<file path="src/rtl/sclk_route_pkg.sv">
package sclk_route_pkg;

    // Clock source codes for the receive and transmit paths
    typedef enum logic [1:0] {
        SRC_XPIN = 2'b00,
        SRC_BPIN = 2'b01,
        SRC_BRG  = 2'b10,
        SRC_PLL  = 2'b11
    } clk_src_e;

    // What the bidirectional pin carries when it is an output
    typedef enum logic [1:0] {
        PO_OSC   = 2'b00,
        PO_TXC   = 2'b01,
        PO_BRG   = 2'b10,
        PO_PLLRX = 2'b11
    } pin_src_e;

    // Field order follows the write-data bit positions 6..0
    typedef struct packed {
        clk_src_e rx_src;     // bits 6:5
        clk_src_e tx_src;     // bits 4:3
        logic     pin_req;    // bit 2
        pin_src_e pin_src;    // bits 1:0
    } clk_cfg_t;

endpackage

</file>
<file path="src/rtl/sclk_cfg_reg.sv">
module sclk_cfg_reg
    import sclk_route_pkg::*;
#(
    parameter int DATA_W = 8,
    parameter int N_RUN  = 4
) (
    input  logic              clk,
    input  logic              rst_n,
    input  logic              we,
    input  logic [DATA_W-1:0] wdata,
    input  logic [N_RUN-1:0]  run_en,
    output clk_cfg_t          cfg_o,
    output logic              err_o
);

    localparam int CFG_BITS = $bits(clk_cfg_t);

    typedef struct packed {
        clk_cfg_t cfg;
        logic     err;
    } state_t;

    state_t st_d, st_q;

    always_comb begin
        st_d     = st_q;
        st_d.err = we && (|run_en);
        if (we) begin
            st_d.cfg = clk_cfg_t'(wdata[CFG_BITS-1:0]);
        end
    end

    always_ff @(posedge clk or negedge rst_n) begin
        if (!rst_n) begin
            st_q <= '0;
        end else begin
            st_q <= st_d;
        end
    end

    assign cfg_o = st_q.cfg;
    assign err_o = st_q.err;

    logic [CFG_BITS-1:0] cfg_bits;
    assign cfg_bits = st_q.cfg;

    // a write during activity is flagged on the next cycle
    a_r9_busy_write_flagged: assert property (@(posedge clk) disable iff (!rst_n)
        (we && (|run_en)) |=> err_o);

    // no write means no flag on the next cycle
    a_r9_idle_no_flag: assert property (@(posedge clk) disable iff (!rst_n)
        !we |=> !err_o);

    // configuration holds without a write
    a_r8_cfg_holds: assert property (@(posedge clk) disable iff (!rst_n)
        !we |=> $stable(cfg_bits));

    // the spare top bit never changes what is stored
    a_r8_spare_ignored: assert property (@(posedge clk) disable iff (!rst_n)
        (we && wdata[DATA_W-1]) |=> (cfg_bits == $past(wdata[CFG_BITS-1:0])));

endmodule

</file>
<file path="src/rtl/sclk_sel4.sv">
module sclk_sel4 #(
    parameter bit INVERT = 1'b0,
    parameter int SEL_W  = 2
) (
    input  logic [SEL_W-1:0]      sel,
    input  logic [(1<<SEL_W)-1:0] src,
    output logic                  clk_o
);

    localparam int N_SRC = 1 << SEL_W;

    logic [N_SRC-1:0] src_v;
    assign src_v = src;

    generate
        if (INVERT) begin : g_inv
            assign clk_o = ~src_v[sel];
        end else begin : g_direct
            assign clk_o = src_v[sel];
        end
    endgenerate

endmodule

</file>
<file path="src/rtl/sclk_pin_ctl.sv">
module sclk_pin_ctl
    import sclk_route_pkg::*;
(
    input  clk_cfg_t cfg,
    input  logic     osc_clk,
    input  logic     osc_en,
    input  logic     txc,
    input  logic     brg_clk,
    input  logic     pll_rx_clk,
    output logic     oe,
    output logic     pin_o
);

    logic drive_v;

    always_comb begin
        oe = cfg.pin_req && (cfg.rx_src != SRC_BPIN) && (cfg.tx_src != SRC_BPIN);
        unique case (cfg.pin_src)
            PO_OSC:   drive_v = osc_en ? osc_clk : 1'b1;
            PO_TXC:   drive_v = txc;
            PO_BRG:   drive_v = brg_clk;
            PO_PLLRX: drive_v = pll_rx_clk;
            default:  drive_v = 1'b1;
        endcase
        pin_o = oe ? drive_v : 1'b0;
    end

endmodule

</file>
<file path="src/rtl/sclk_route.sv">
module sclk_route
    import sclk_route_pkg::*;
#(
    parameter int DATA_W = 8,
    parameter int N_RUN  = 4
) (
    input  logic              clk,
    input  logic              rst_n,
    input  logic              cfg_we,
    input  logic [DATA_W-1:0] cfg_wdata,
    input  logic [N_RUN-1:0]  run_en,
    input  logic              osc_clk,
    input  logic              osc_en,
    input  logic              brg_clk,
    input  logic              pll_rx_clk,
    input  logic              pll_tx_clk,
    input  logic              xpin_clk,
    input  logic              bpin_in,
    output logic              rx_clk,
    output logic              tx_clk,
    output logic              bpin_oe,
    output logic              bpin_out,
    output logic              cfg_err
);

    localparam int SEL_W = $bits(clk_src_e);
    localparam int N_SRC = 1 << SEL_W;

    clk_cfg_t         cfg;
    logic [N_SRC-1:0] rx_srcs, tx_srcs;

    sclk_cfg_reg #(.DATA_W(DATA_W), .N_RUN(N_RUN)) u_cfg (
        .clk    (clk),
        .rst_n  (rst_n),
        .we     (cfg_we),
        .wdata  (cfg_wdata),
        .run_en (run_en),
        .cfg_o  (cfg),
        .err_o  (cfg_err)
    );

    // index follows the clk_src_e encoding
    assign rx_srcs = {pll_rx_clk, brg_clk, bpin_in, xpin_clk};
    assign tx_srcs = {pll_tx_clk, brg_clk, bpin_in, xpin_clk};

    sclk_sel4 #(.INVERT(1'b1), .SEL_W(SEL_W)) u_rx_sel (
        .sel   (cfg.rx_src),
        .src   (rx_srcs),
        .clk_o (rx_clk)
    );

    sclk_sel4 #(.INVERT(1'b0), .SEL_W(SEL_W)) u_tx_sel (
        .sel   (cfg.tx_src),
        .src   (tx_srcs),
        .clk_o (tx_clk)
    );

    sclk_pin_ctl u_pin (
        .cfg        (cfg),
        .osc_clk    (osc_clk),
        .osc_en     (osc_en),
        .txc        (tx_clk),
        .brg_clk    (brg_clk),
        .pll_rx_clk (pll_rx_clk),
        .oe         (bpin_oe),
        .pin_o      (bpin_out)
    );

    // a driven pin is never a clock source
    a_r4_oe_not_source: assert property (@(posedge clk) disable iff (!rst_n)
        bpin_oe |-> (cfg.rx_src != SRC_BPIN && cfg.tx_src != SRC_BPIN && cfg.pin_req));

    // stopped oscillator shows as a steady high
    a_r6_osc_off_high: assert property (@(posedge clk) disable iff (!rst_n)
        (bpin_oe && cfg.pin_src == PO_OSC && !osc_en) |-> bpin_out);

    // DPLL transmit output reaches the pin through the transmit path
    a_r10_pll_tx_on_pin: assert property (@(posedge clk) disable iff (!rst_n)
        (bpin_oe && cfg.pin_src == PO_TXC && cfg.tx_src == SRC_PLL) |-> (bpin_out == pll_tx_clk));

    // an undriven pin presents 0
    a_r7_idle_low: assert property (@(posedge clk) disable iff (!rst_n)
        !bpin_oe |-> !bpin_out);

    // receive path is the inverse of its chosen pin source
    a_r2_rx_inverted: assert property (@(posedge clk) disable iff (!rst_n)
        (cfg.rx_src == SRC_XPIN) |-> (rx_clk != xpin_clk));

endmodule

</file>
<file path="config.mk">
export PLATFORM = sky130hd
export DESIGN_NAME = sclk_route
export DESIGN_NICKNAME = d
export VERILOG_FILES = /design/src/rtl/sclk_route_pkg.sv /design/src/rtl/sclk_cfg_reg.sv /design/src/rtl/sclk_sel4.sv /design/src/rtl/sclk_pin_ctl.sv /design/src/rtl/sclk_route.sv
export SDC_FILE = /design/constraint.sdc
export NUM_CORES = 1
export LEC_CHECK = 0
export BUFFER_PORTS_ARGS = -buffer_cell sky130_fd_sc_hd__buf_2
export CAP_MARGIN = 10
export CORE_AREA = 2 2 39 41
export CTS_CLUSTER_DIAMETER = 80
export DETAILED_ROUTE_END_ITERATION = 6
export DIE_AREA = 0 0 41 43
export GPL_ROUTABILITY_DRIVEN = 0
export GPL_TIMING_DRIVEN = 0
export MAX_ROUTING_LAYER = met4
export SLEW_MARGIN = 10
export SYNTH_ARGS = -nofsm -noshare
export SYNTH_HDL_FRONTEND = slang
export SYNTH_SLANG_ARGS = --single-unit
</file>
<file path="constraint.sdc">
create_clock -name clk -period 2.9 [get_ports clk]
set_input_delay 0 -clock clk [delete_from_list [all_inputs] [get_ports clk]]
set_output_delay 0 -clock clk [all_outputs]
set_load 0.02 [all_outputs]
</file>
==> qor.txt <==
fmax: 0.531 GHz
post-route cell area: 654 sq um
Die H: 43 um
Clk pin slew, worst setup/hold paths: 0.05 ns
Slew headroom: 70.1%
Rows: 14
Post-Route Setup TNS: 0 ns
CTS sink count: 8
Pleak: 0.317 nW
CP peak stage delay: 0.51 ns
vias in the first global route: 356
Nets: 89
io pins: 27
synthesized cell area: 392 sq um
outcome: finished, final reports clean
Syn. warnings: 0
power consumption: 0.000285 W
Num CTS Buffers: 3
IO buf count: 24
largest net degree at the start of global routing: 11
Root Buffer: clkbuf_4
first-pass GRT wire length: 1390 um
Clock Latency Late Sink: 0.24 ns
crit path cell chain: mux4_2 > mux4_2 > and2_1 > buf_2
cells after synthesis: 28
Finish-stage setup viols: 0
max cap viols: 0
Worst Skew: 0 ns
WL final: 907 um
Place WS: 1.26 ns
DP Area: 532 sq um
Period minus WS final: 1.88 ns
Total GRT Usage: 12.8%
most frequent CP cell: mux4_2
H-Tree Depth: 1
die width: 41 um
Final Max Tran Viols: 0
Power Density: 436 nW/um^2
Slowest cell on crit path: mux4_2
HPWL after DPL: 674 um
CP delay by family, top: multiplexers
CTS tree: built
area grow syn2layout: 67.1%
worst reg2reg path startpoint: u_cfg.cfg_o[4]$_DFFE_PN0P_
R2R setup slack: 2.13 ns
Critical Path End Type: output port
Slew @ Worst Pin: 0.449 ns
CP Class: reg -> out
Initial Util: 28.3%
Critical R2R Capture: u_cfg.cfg_o[4]$_DFFE_PN0P_
n_diodes: 0
total gr overflow: 0
Avg Synthesized Cell Area: 14.0 sq um
number of synthesized register bits: 8
CP arrival: 1.88 ns
initial antenna violation count: 0
Synthesized Nets: 50
data required time of the worst path: 2.90 ns
worst path bufs/invs: 1
final setup margin: 1.02 ns
RSZ-0062 raised after global routing: no
Vias: 361
CTS Buffer Depth: 2
Via-to-Cell Ratio: 4.46
Seq/Total Area, Yosys: 51.1%
Core Region: 1380 sq um
DRC: 0
Critical Path Fanout Max: 2
CP startpoint kind: register
Crit. Startpoint: u_cfg.cfg_o[3]$_DFFE_PN0P_
initial DRC count: 0
setup bufs post-CTS: 0
DR WL/cell: 11.2 um
R2R depth: 1
Fin. Hold Viols: 0
Peak VDD IR: 188 uV
Hold/Removal Path Class: in -> async
Final period util: 64.9%
layout cells sized above 1: 55.4%
DRT Pass-1 Iters: 1
die area: 1760 sq um
Routed Antenna Nets: 0
Yosys cell types: 11
## layer usage
metal / up-vias / routed length, um / GRT usage (%)
met5: - / 0 / -
met4: 0 / 4 / 8.00
met3: 2 / 70 / 4.71
met1: 166 / 321 / 12.1
met2: 14 / 511 / 20.6
li1: 179 / - / -
## cell usage after synthesis
cell	number	share of area (%)
nand2_1	2	1.9
o221a_2	1	2.9
clkbuf_1	1	0.96
and2_1	1	1.6
o41a_1	1	2.9
inv_1	3	2.9
mux4_2	3	17
dfrtp_1	8	51
o21ai_0	2	2.6
nand2b_1	1	1.6
mux2_2	5	14
## worst max path at each step
stage                    end  cells past startpoint
CTS                 bpin_out                      4
finish              bpin_out                      4
global placement    bpin_out                      4
detailed placement  bpin_out                      4
global route        bpin_out                      4
floorplan           bpin_out                      3
## sequential cells by signal, summed over array words and instances (netlist names)
name and count:
u_cfg.err_o 1, u_cfg.cfg_o 7
## layout make-up
class / count / area (sq um)
fill: 137 / 729
timing repair buffer: 34 / 220
multi-input combinational: 16 / 176
clock buffer: 3 / 22.5
inverter: 3 / 11.3
tap: 16 / 20.0
sequential: 8 / 200
buffer: 1 / 3.75
## per-stage QoR
step           instances  util, %  hold slack (ns)
2_1_floorplan         28        -           -0.296
6_report              81     47.3            0.142
3_5_place_dp          68     38.4           -0.151
5_1_grt               81     47.3            0.147
4_1_cts               81     47.3            0.122
3_3_place_gp          68     38.4           -0.150
## report_power, final
part	leakage (nW)	internal (W)	total (W)	switching [W]
clock	0.0138	0.0000470	0.0000801	0.0000331
combinational	0.209	0.0000447	0.0000758	0.0000311
sequential	0.0946	0.000122	0.000129	0.00000691
## what timing repair did
action | CTS | global route
hold buffers | 10 | 0
endpoints found under the hold margin | 16 | 0
resized for setup | 0 | 0
endpoints found under the setup margin | 0 | 0
## logic make-up after synthesis
kind of cell | after synthesis | synth area share (%)
AOI/OAI and AO/OA | 4 | 8.31
buffers and inverters | 4 | 3.83
DFF | 8 | 51.1
muxes | 8 | 31.6
and+or+nand+nor | 4 | 5.11
## cells in the final DEF (no fill, tap or decap), drive strengths merged, types with 2 or more instances in the layout
cell,n
buf,24
dlygate4sd3,10
dfrtp,8
mux2,5
clkbuf,4
inv,3
mux4,3
nand2,2
o21ai,2
(Power assumes the default switching activity.)
